`src/rtl/stxp_pkg.sv`:
```
package stxp_pkg;

    typedef enum logic [1:0] {
        POL_ARB     = 2'd0,
        POL_UNDEF   = 2'd1,
        POL_NOP     = 2'd2,
        POL_NOP_ALT = 2'd3
    } ovl_policy_e;

    typedef enum logic [1:0] {
        FLT_NONE     = 2'd0,
        FLT_UNDEF    = 2'd1,
        FLT_ALIGN    = 2'd2,
        FLT_SP_ALIGN = 2'd3
    } flt_e;

    typedef struct packed {
        logic undef;
        logic skip;
        logic arb_data;
        logic arb_addr;
    } hazard_t;

    localparam logic [4:0] SP_IDX = 5'd31;

    // low address bits against the access size: 8 bytes or 16 bytes
    function automatic logic misaligned(input logic wide, input logic [3:0] low);
        return wide ? (low != 4'd0) : (low[2:0] != 3'd0);
    endfunction

endpackage

```
`src/rtl/stxp_hazard.sv`:
```
module stxp_hazard
    import stxp_pkg::*;
(
    input  logic [4:0] rs,
    input  logic [4:0] rt,
    input  logic [4:0] rt2,
    input  logic [4:0] rn,
    input  logic [1:0] policy,
    output hazard_t    haz
);
    logic data_ovl;
    logic base_ovl;

    assign data_ovl = (rs == rt) || (rs == rt2);
    assign base_ovl = (rs == rn) && (rn != SP_IDX);

    always_comb begin
        haz = '0;
        unique case (ovl_policy_e'(policy))
            POL_ARB: begin
                haz.arb_data = data_ovl;
                haz.arb_addr = base_ovl;
            end
            POL_UNDEF: haz.undef = data_ovl | base_ovl;
            default:   haz.skip  = data_ovl | base_ovl;
        endcase
    end
endmodule

```
`src/rtl/stxp_monitor.sv`:
```
module stxp_monitor #(
    parameter int AW = 64
) (
    input  logic          clk,
    input  logic          rst,
    input  logic          arm_valid,
    input  logic [AW-1:0] arm_addr,
    input  logic          arm_wide,
    input  logic [AW-1:0] chk_addr,
    input  logic          chk_wide,
    input  logic          consume,
    output logic          pass
);
    logic          armed_q;
    logic [AW-1:0] tag_addr_q;
    logic          tag_wide_q;

    assign pass = armed_q && (tag_addr_q == chk_addr) && (tag_wide_q == chk_wide);

    always_ff @(posedge clk) begin
        if (rst) begin
            armed_q    <= 1'b0;
            tag_addr_q <= '0;
            tag_wide_q <= 1'b0;
        end else if (arm_valid) begin
            armed_q    <= 1'b1;
            tag_addr_q <= arm_addr;
            tag_wide_q <= arm_wide;
        end else if (consume) begin
            armed_q    <= 1'b0;
        end
    end
endmodule

```
`src/rtl/stxp_pack.sv`:
```
module stxp_pack #(
    parameter int              XW       = 64,
    parameter logic [2*XW-1:0] ARB_DATA = '0
) (
    input  logic            wide,
    input  logic            be,
    input  logic            arb_en,
    input  logic [XW-1:0]   first,
    input  logic [XW-1:0]   second,
    output logic [2*XW-1:0] data
);
    localparam int HW = XW / 2;
    localparam int DW = 2 * XW;

    logic [XW-1:0] narrow_pair;
    logic [DW-1:0] wide_pair;

    // two size variants built side by side, the size bit picks one
    for (genvar g = 0; g < 2; g++) begin : g_var
        if (g == 0) begin : g_narrow
            assign narrow_pair = be ? {first[HW-1:0], second[HW-1:0]}
                                    : {second[HW-1:0], first[HW-1:0]};
        end else begin : g_wide
            assign wide_pair = be ? {first, second} : {second, first};
        end
    end

    always_comb begin
        if (arb_en)
            data = wide ? ARB_DATA : {{XW{1'b0}}, ARB_DATA[XW-1:0]};
        else
            data = wide ? wide_pair : {{XW{1'b0}}, narrow_pair};
    end
endmodule

```
`src/rtl/stxp_unit.sv`:
```
module stxp_unit
    import stxp_pkg::*;
#(
    parameter int              AW       = 64,
    parameter int              XW       = 64,
    parameter logic [2*XW-1:0] ARB_DATA = '0,
    parameter logic [AW-1:0]   ARB_ADDR = '0
) (
    input  logic            clk,
    input  logic            rst,
    input  logic            arm_valid,
    input  logic [AW-1:0]   arm_addr,
    input  logic            arm_wide,
    input  logic            req_valid,
    input  logic            req_wide,
    input  logic [4:0]      req_rs,
    input  logic [4:0]      req_rt,
    input  logic [4:0]      req_rt2,
    input  logic [4:0]      req_rn,
    input  logic [XW-1:0]   rt_val,
    input  logic [XW-1:0]   rt2_val,
    input  logic [AW-1:0]   rn_val,
    input  logic [AW-1:0]   sp_val,
    input  logic            big_endian,
    input  logic [1:0]      ovl_policy,
    output logic            res_valid,
    output logic [1:0]      fault,
    output logic            wr_en,
    output logic            wr_wide,
    output logic [AW-1:0]   wr_addr,
    output logic [2*XW-1:0] wr_data,
    output logic            st_wen,
    output logic [4:0]      st_idx,
    output logic [31:0]     st_data
);
    localparam int DW = 2 * XW;

    hazard_t       haz;
    logic [AW-1:0] base;
    logic [AW-1:0] addr;
    logic [DW-1:0] packed_data;
    logic          sp_bad;
    logic          addr_bad;
    logic          proceed;
    logic          mon_pass;
    flt_e          flt_d;

    stxp_hazard u_haz (
        .rs     (req_rs),
        .rt     (req_rt),
        .rt2    (req_rt2),
        .rn     (req_rn),
        .policy (ovl_policy),
        .haz    (haz)
    );

    stxp_pack #(.XW(XW), .ARB_DATA(ARB_DATA)) u_pack (
        .wide   (req_wide),
        .be     (big_endian),
        .arb_en (haz.arb_data),
        .first  (rt_val),
        .second (rt2_val),
        .data   (packed_data)
    );

    assign base     = (req_rn == SP_IDX) ? sp_val : rn_val;
    assign addr     = haz.arb_addr ? ARB_ADDR : base;
    assign sp_bad   = (req_rn == SP_IDX) && (sp_val[3:0] != 4'd0);
    assign addr_bad = misaligned(req_wide, addr[3:0]);
    assign proceed  = req_valid && !haz.undef && !haz.skip && !sp_bad && !addr_bad;

    stxp_monitor #(.AW(AW)) u_mon (
        .clk       (clk),
        .rst       (rst),
        .arm_valid (arm_valid),
        .arm_addr  (arm_addr),
        .arm_wide  (arm_wide),
        .chk_addr  (addr),
        .chk_wide  (req_wide),
        .consume   (proceed),
        .pass      (mon_pass)
    );

    // fault priority: decode hazard, stack alignment, access alignment
    always_comb begin
        if (haz.undef)                flt_d = FLT_UNDEF;
        else if (haz.skip)            flt_d = FLT_NONE;
        else if (sp_bad)              flt_d = FLT_SP_ALIGN;
        else if (addr_bad)            flt_d = FLT_ALIGN;
        else                          flt_d = FLT_NONE;
    end

    always_ff @(posedge clk) begin
        if (rst) begin
            res_valid <= 1'b0;
            fault     <= FLT_NONE;
            wr_en     <= 1'b0;
            wr_wide   <= 1'b0;
            wr_addr   <= '0;
            wr_data   <= '0;
            st_wen    <= 1'b0;
            st_idx    <= '0;
            st_data   <= '0;
        end else begin
            res_valid <= req_valid;
            fault     <= req_valid ? flt_d : FLT_NONE;
            wr_en     <= proceed && mon_pass;
            st_wen    <= proceed;
            if (proceed) begin
                wr_wide <= req_wide;
                wr_addr <= addr;
                wr_data <= packed_data;
                st_idx  <= req_rs;
                st_data <= {31'd0, ~mon_pass};
            end
        end
    end
endmodule

```
`config.mk`:
```
export PLATFORM = sky130hd
export DESIGN_NAME = stxp_unit
export DESIGN_NICKNAME = d
export VERILOG_FILES = /design/src/rtl/stxp_pkg.sv /design/src/rtl/stxp_hazard.sv /design/src/rtl/stxp_monitor.sv /design/src/rtl/stxp_pack.sv /design/src/rtl/stxp_unit.sv
export SDC_FILE = /design/constraint.sdc
export NUM_CORES = 1
export LEC_CHECK = 0
export BUFFER_PORTS_ARGS = -buffer_cell sky130_fd_sc_hd__buf_2
export CAP_MARGIN = 5
export CORE_AREA = 3 3 223 225
export DETAILED_ROUTE_END_ITERATION = 12
export DIE_AREA = 0 0 226 228
export HOLD_SLACK_MARGIN = 0.03
export PLACE_DENSITY = 0.59
export SYNTH_ARGS = -nofsm -noshare
export SYNTH_HDL_FRONTEND = slang
export SYNTH_SLANG_ARGS = --single-unit
```
`constraint.sdc`:
```
create_clock -name clk -period 2.95 [get_ports clk]
set_input_delay 0.1475 -clock clk [delete_from_list [all_inputs] [get_ports clk]]
set_output_delay 0.1475 -clock clk [all_outputs]
set_load 0.005 [all_outputs]
```
* Yosys cells after proc, flatten, opt, wreduce, memory -nomap -nowiden
Index checks and enable logic that the tools add are counted.
** Word-level totals
- Register bits after elaboration :: 270
- Input bits :: 349
- Word-level logic and storage cells :: 62
** Operators by class
- Eq/ne operators :: 8
- Multiplexer cells :: 16
- Bitwise gates (word level) :: 3
- Reduce and logical (&&, ||, !) cells :: 22
** Operators by type and width (count)
- $mux W128 :: 3
- $mux W64 :: 3
- $eq A64 B64 Y1 :: 1
- $eq A5 B5 Y1 :: 3
- $logic_and A1 B1 Y1 :: 9
- $reduce_bool A4 Y1 :: 2
- $mux W1 :: 7
- $mux W2 :: 3
- $eq A5 B5 Y1 const B :: 1
- $ne A5 B5 Y1 const B :: 1
- $logic_not A1 Y1 :: 4
- $reduce_or A2 Y1 :: 2
- $reduce_or A4 Y1 :: 1
- $reduce_bool A3 Y1 :: 1
- $eq A2 B1 Y1 const B :: 1
- $logic_not A2 Y1 :: 1
- $not A1 Y1 :: 2
- $reduce_bool A2 Y1 :: 1
- $eq A1 B1 Y1 :: 1
- $logic_or A1 B1 Y1 :: 1
- $or A1 B1 Y1 :: 1

* Logic depth before layout (Yosys ltp)
Gate-level depths: netlist of run 1.
- Depth in word-level cells :: 11
- Gate-level depth with buffers :: 13
- Mapped depth without buffers :: 9

* Modules after synthesis
Synthesis of run 1 repeated with hierarchy kept, for this count alone.
** Second synthesis, totals
- Cells, all modules :: 1743
- Area, all modules :: 14468.9 sq um
** Modules (own cells, without submodules)
- stxp_unit :: times used 1, cells an instance 1109, area an instance 9066.2 sq um, seq. area each 4083.9 sq um
- stxp_monitor :: times used 1, cells an instance 314, area an instance 3052.9 sq um, seq. area each 1321.3 sq um
- stxp_pack :: times used 1, cells an instance 291, area an instance 2134.5 sq um, seq. area each 0.0 sq um
- stxp_hazard :: times used 1, cells an instance 29, area an instance 215.2 sq um, seq. area each 0.0 sq um

* Worst setup path after synthesis of run 1
No wires, ideal clock.
- Kind :: input port to flip-flop
- From :: input port ovl_policy[0]
- To :: register wr_en
- Library setup time :: 0.066 ns
- Arrival :: 2.488 ns
- Required time :: 2.884 ns
- Slack :: 0.396 ns
- Stages on the path :: 10
- Path through :: or2_1 > buf_6 > nor3_4 > a21oi_2 > a2111oi_4 > nor3_1 > a2111o_1 > or4_4 > nor4_2 > nor2b_1
** Between the ends
- Longest elaborated chain between the ends :: 8
- Elaborated cells on any way between the ends :: 21
- Those cells by class :: 2 x eq/ne; 5 x mux; 14 x reduce/logical
** Ends and longest elaborated chain
- start, declared :: RTL line stxp_unit.sv:25 : input logic [1:0] ovl_policy,
- parallel branches: the longest is 7 deep, another holds $mux W64
- $logic_and A1 B1 Y1 (*) :: RTL line stxp_unit.sv:107 : wr_en <= proceed && mon_pass;
- end signal, assigned :: RTL line stxp_unit.sv:107
- end, declared :: RTL line stxp_unit.sv:28 : output logic wr_en,
Every way passes the cells marked *.
A chain may end at the register's enable or synchronous reset.

* Worst setup path after layout of run 1
- From :: input port req_rs[2]
- To :: register st_idx[0]
** Between the ends
- Longest elaborated chain between the ends :: 9
- Elaborated cells on any way between the ends :: 20
- Those cells by class :: 3 x eq/ne; 5 x mux; 1 x bitwise; 11 x reduce/logical
** Ends and longest elaborated chain
- start, declared :: RTL line stxp_unit.sv:16 : input logic [4:0] req_rs,
- parallel branches: the longest is 8 deep, another holds $mux W64
- $logic_and A1 B1 Y1 (*) :: RTL line stxp_unit.sv:70 : assign proceed = req_valid && !haz.undef && !haz.skip && !sp_bad && !addr_bad;
- end signal, assigned :: RTL line stxp_unit.sv:113 : st_idx <= req_rs;
- end, declared :: RTL line stxp_unit.sv:33 : output logic [4:0] st_idx,
Marked as above.

==> flow_metrics.tcl, run 1 <==
set metrics [dict create \
    path_cells "buf_2 > xnor2_1 > and3_1 > a21oi_2 > a22oi_2 > o21ai_1 > a211o_4 > buf_4 > nand2_1 > a21oi_1 > dlygate4sd3_1" \
    power.internal_uw 7190 \
    setup_ws_ps 238 \
    min_period_ps 2710 \
    synth.avg_cell_area_um2 8.51 \
    slowest_delay_ps 640 \
    globalRouteMet1Util_pct 28.0 \
    final.setup_skew_ps 20.8 \
    leakage_uw 0.00939 \
    p_comb_share_pct 17.2 \
    hold_viol_final 0 \
    synth_edf_count 0 \
    rr_endpoint "st_data[0]" \
    clk_pin_slew_ps 60 \
    wire_per_inst_um 21.8 \
    io_buffer_count 552 \
    crit_path_end "st_idx[0]" \
    post-cts-setup-buffer-count 0 \
    r2r_setup_slack_ps 300 \
    fin_crit_sh_pct 91.9 \
    clkPwrFrac_pct 43.7 \
    irDropWorstVdd_mv 0.367 \
    p_sw_share_pct 27.3 \
    synth_cell_type_count 71 \
    finalNonFillerCells 3003 \
    hold_slack_ps 48.9 \
    cts_sinks 270 \
    drtAntennaViolNets 0 \
    maxSlewViolCount 0 \
    overflow 0 \
    min_from "rt2_val[63]" \
    placed_area_um2 17200 \
    worstSetupPathType "in2reg" \
    ys_warn_count 0 \
    viasPerCell 5.09 \
    place_congestion 0.933 \
    drt_iter0_drc 888 \
    vias 15294 \
    setup_viol 0 \
    dp_slack_ps -36.6 \
    first_pass_iters 5 \
    die_y_um 228 \
    ys_seq_area_share_pct 40.0 \
    num-nets-final 2706 \
    grt_max_degree 105 \
    area_growth_pct 52.9 \
    top_usage_layer "met2" \
    clk_latency_ps 540 \
    hold_class "in2reg" \
    layout_common_cells "buf_2, dfxtp_1, nor2_1, dlygate4sd3_1, mux2i_1" \
    cts_tree "done" \
    fin_area_um2 20600 \
    core_um2 47700 \
    arrival_ps 3180 \
    floorplan.io_pins 584 \
    relSlewSlack_pct 36.3 \
    critPathCaptureType "register" \
    cts_htree_levels 2 \
    p_total_uw 9880 \
    tightestPinTransition_ps 956 \
    critPathLaunchType "input pin" \
    fp.dieW_um 226 \
    rr_startpoint "u_mon.tag_addr_q[55]" \
    grtUsageMet2_pct 40.7 \
    grt_pass1_wl_mm 95.2 \
    synthArstFlopShare_pct 0 \
    synth_area_um2 13500 \
    rr_worst_depth 10 \
    drv_cap 0 \
    met3_usage_pct 5.93 \
    hpwl_mm 49.7 \
    synthCells 1586 \
    startpoint "req_rs[2]" \
    max_freq_mhz 369 \
    first_global_vias 15255 \
    crit_slowest_cell "buf_4" \
    dp.cells 2711 \
    route.detailed.drc 0 \
    antenna_found_initial 14 \
    cts-root-buf "clkbuf_16" \
    p_seq_share_pct 39.1 \
    wirelength_mm 65.5 \
    dieArea_um2 51500 \
    ys_seq_elements 270 \
    crit_fanout 66 \
    critPathRequiredTime_ps 3410 \
    final_common_cell "buf_2" \
    pwr_density_cell_nw_per_um2 479 \
    status "finished, final reports clean" \
    start_util_pct 28.3 \
    placementRows 80 \
    rsz0062_at_grt "no" \
    cts_buffers 35 \
    gr-usage-all-layers_pct 24.1 \
    synth_ff_type "dfxtp_1" \
    cts_buffer_depth 3 \
    drive_gt1_share_pct 32.7 \
    p_sw_uw 2700 \
]
## metrics by stage
| step | TNS (ps) | util (%) |
|---|---|---|
| 2_1_floorplan | 0 | - |
| 3_3_place_gp | -21.2 | 36.1 |
| 3_5_place_dp | -61.0 | 36.1 |
| 4_1_cts | 0 | 43.2 |
| 5_1_grt | 0 | 43.2 |
| 6_report | 0 | 43.2 |
## timing repair
item | in CTS | in global routing
resized for setup | 0 | 1
hold buffers | 224 | 0
hold endpoints to repair | 165 | 0
setup endpoints to repair | 0 | 4
## worst min-delay path by stage
stage	to	slack (ps)	depth (start not counted)
after detailed placement	u_mon.tag_addr_q[8]	390	3
after floorplan	fault[0]	260	1
after CTS	wr_data[81]	30	4
after global placement	u_mon.tag_addr_q[62]	380	3
after global routing	wr_data[81]	60	4
final	wr_data[63]	50	5
## state kept, by name (all words and copies together) (netlist names)
name,cells
res_valid,1
wr_data,128
st_idx,5
u_mon.tag_addr_q,64
st_data,1
u_mon.tag_wide_q,1
st_wen,1
u_mon.armed_q,1
wr_wide,1
wr_addr,64
wr_en,1
fault,2
## power by group through the flow
stage                     clock network (uW)  logic [uW]  registers (uW)
after floorplan                            0         735            3920
after global placement                     0        1400            3940
after detailed placement                   0        1400            3940
after CTS                               4410        1670            3860
after global routing                    4540        1830            3880
final                                   4320        1700            3870
## routing by layer
layer	share of wire, %	routed length (um)
met4	5.8	3830
met2	47	30800
met1	39	25300
met3	8.4	5480
met5	0.13	82
## kinds of logic after synthesis
| logic type | Yosys count | share of synthesized area (%) |
|---|---|---|
| and+or+nand+nor | 503 | 16.5 |
| xor gates and xnor gates | 39 | 2.59 |
| buffers and inverters | 175 | 6.13 |
| muxes | 222 | 17.1 |
| DFF | 270 | 40.0 |
| AOI/OAI and AO/OA | 376 | 17.6 |
| other | 1 | 0.0278 |
## cell type report
class                   count  area, um2
fillers                  4692      27100
multi-input cells        1171       7420
repair buffers            858       5800
flip-flops and latches    270       5410
clock buffers              49       1050
well taps                 615        769
clock inverters            13        100
inverters                  21       78.8
diodes                      6       15.0
## critical path: cells and delay by family
| family | cells | cell delay (ps) |
|---|---|---|
| AND/OR/NAND/NOR | 2 | 360 |
| buffers and inverters | 3 | 1330 |
| XOR/XNOR | 1 | 140 |
| AO/OA/AOI/OAI | 5 | 1180 |
## synth_stat cells, drive strengths merged, types with 4 or more instances
library cell	instances	share of area [%]
dfxtp	270	40
nor2	245	6.8
mux2i	156	12
nand2	117	3.3
a21oi	107	4.0
o21ai	98	3.6
a22oi	81	4.5
clkbuf	81	2.3
buf	73	3.3
mux2	66	5.5
nor3	52	2.0
xnor2	24	1.6
inv	21	0.58
a211oi	19	1.1
xor2	15	1.0
or3	14	0.65
and3	11	0.51
nand3	11	0.41
o22ai	11	0.51
a2111oi	8	0.66
a31oi	7	0.32
nand4	7	0.32
nor4b	7	0.45
and2	6	0.30
nor2b	6	0.28
nor3b	6	0.33
nor4	6	0.32
o211ai	6	0.33
or2	6	0.28
a311oi	5	0.32
o32ai	5	0.32
o31ai	4	0.22
(Power assumes the default switching activity.)
==> run 2, diff against run 1 <==
==> constraint.sdc (replaced) <==
create_clock -name clk -period 2.95 [get_ports clk]
set_input_delay 0.59 -clock clk [delete_from_list [all_inputs] [get_ports clk]]
set_output_delay 0.59 -clock clk [all_outputs]
set_load 0.005 [all_outputs]
==> run 2 against run 1 <==
Wire length shrank 4.1%. Die area is the same. Sequential share of layout area grew 2.2 points. Critical path depth grew 1. Clock power shrank 9.3%. Sequential cell count is the same. Count of clock-buffer cells in the layout shrank 2. Combinational power shrank 11%. Sequential power is essentially flat. Non-clock buffer count shrank 138. Largest cell class unchanged.
==> flow_metrics.tcl, run 2 (synthesized netlist as in run 1, its figures left out) <==
set metrics [dict create \
    relSlewSlack_pct 46.1 \
    crit_slowest_cell "or4_4" \
    antenna_found_initial 18 \
    rr_endpoint "wr_en" \
    pwr_density_cell_nw_per_um2 488 \
    hold_class "in2reg" \
    cts-root-buf "clkbuf_16" \
    cts_htree_levels 1 \
    start_util_pct 28.3 \
    wirelength_mm 62.8 \
    finalNonFillerCells 2863 \
    place_congestion 0.927 \
    grtUsageMet2_pct 39.4 \
    vias 14479 \
    fin_crit_sh_pct 96.4 \
    clk_pin_slew_ps 60 \
    core_um2 47700 \
    grt_pass1_wl_mm 90.4 \
    final-seq-area_um2 5410 \
    r2r_setup_slack_ps 280 \
    hpwl_mm 51.1 \
    globalRouteMet1Util_pct 27.8 \
    crit_fanout 8 \
    final.setup_skew_ps 13.4 \
    irDropWorstVdd_mv 0.406 \
    die_y_um 228 \
    fillers 4916 \
    max_freq_mhz 352 \
    dieArea_um2 51500 \
    critPathCaptureType "register" \
    drtAntennaViolNets 0 \
    fp.dieW_um 226 \
    hold_viol_final 0 \
    top_register "wr_data" \
    drt_iter0_drc 750 \
    min_from "arm_addr[11]" \
    path_cells "buf_2 > buf_4 > nand2_1 > nor2_4 > buf_12 > mux2i_1 > o22ai_1 > o31a_1 > a2111o_1 > or4_4 > nor4_2 > nor2b_1" \
    met3_usage_pct 5.13 \
    post-cts-setup-buffer-count 0 \
    cts_resized 0 \
    holdPathStages 3 \
    drv_cap 0 \
    num-nets-final 2564 \
    grt_max_degree 71 \
    rr_worst_depth 11 \
    overflow 0 \
    final_common_cell "buf_2" \
    status "finished, final reports clean" \
    floorplan.io_pins 584 \
    min_period_ps 2840 \
    cts_buffer_depth 3 \
    leakage_uw 0.00883 \
    dp.cells 2797 \
    critPathRequiredTime_ps 3450 \
    layout_common_cells "buf_2, dfxtp_1, nor2_1, mux2i_1, buf_4" \
    clk_latency_ps 570 \
    cts_tree "done" \
    cts_buffers 31 \
    route.detailed.drc 0 \
    maxSlewViolCount 0 \
    placementRows 80 \
    worstHoldEndpoint "u_mon.tag_addr_q[11]" \
    p_total_uw 9310 \
    wire_per_inst_um 21.9 \
    largest_reg_flops 128 \
    top_usage_layer "met2" \
    hold_buffers 0 \
    setup_viol 0 \
    gr-usage-all-layers_pct 23.0 \
    cts_sinks 270 \
    slowest_delay_ps 520 \
    multiInputGateArea_um2 7480 \
    first_pass_iters 5 \
    critPathLaunchType "input pin" \
    rr_startpoint "u_mon.tag_addr_q[55]" \
    io_buffer_count 552 \
    first_global_vias 14262 \
    tightestPinTransition_ps 809 \
    drive_gt1_share_pct 38.8 \
    viasPerCell 5.06 \
    area_growth_pct 41.2 \
    reg.largest.list "wr_data (128), u_mon.tag_addr_q (64), wr_addr (64)" \
    worstSetupPathType "in2reg" \
    arrival_ps 3340 \
]
## run 2: cell count changes in the layout (fill, tap and decap cells not counted), sizes merged
cell | before | now
diode | 6 | 9
bufinv | 1 | 2
dlygate4sd3 | 224 | 0
clkbuf | 49 | 47
inv | 21 | 22
buf | 634 | 720
clkinv | 11 | 6
## run 2: layout make-up
cell class              count  share of cell area [%]
diodes                      9                   0.118
clock buffers              47                    4.86
clock inverters            10                   0.578
inverters                  21                   0.413
multi-input cells        1171                    39.2
flip-flops and latches    270                    28.4
well taps                 615                    4.04
repair buffers            720                    22.4
## run 2: per-stage QoR
step,TNS [ps],cell area (um2),hold WS (ps),util [%],worst slack (ps)
4_1_cts,0,19000,220,39.7,90.2
5_1_grt,-4.08,19100,251,39.9,-4.08
6_report,0,19100,252,39.9,108
3_3_place_gp,-26210,17900,429,37.6,-380
2_1_floorplan,0,13600,448,-,2.26
3_5_place_dp,-39520,17900,438,37.6,-512
## run 2: how the worst max path moves through the flow
stage	start	endpoint	slack (ps)	cells past startpoint
floorplan	ovl_policy[0]	wr_en	2	10
finish	req_rn[3]	wr_en	110	12
CTS	req_rn[0]	wr_en	90	12
detailed placement	req_rn[0]	st_data[0]	-510	12
global route	u_mon.tag_addr_q[39]	st_data[0]	-4	11
global placement	req_rs[4]	wr_en	-380	11
## run 2: layer usage
metal / vias up / part of all wire, %
li1: 6872 / -
met1: 6811 / 40
met2: 663 / 47
met3: 121 / 7.9
met4: 12 / 4.2
met5: - / 0.13
## run 2: power by group
group / switching (uW) / internal [uW]
sequential: 103 / 3770
combinational: 811 / 703
clock: 1590 / 2330
## run 2: worst max-delay path: cells and delay by family
family / cells / cell delay (ps)
AND/OR/NAND/NOR: 5 / 1320
AO/OA/AOI/OAI: 3 / 780
buffers and inverters: 3 / 360
multiplexers: 1 / 270
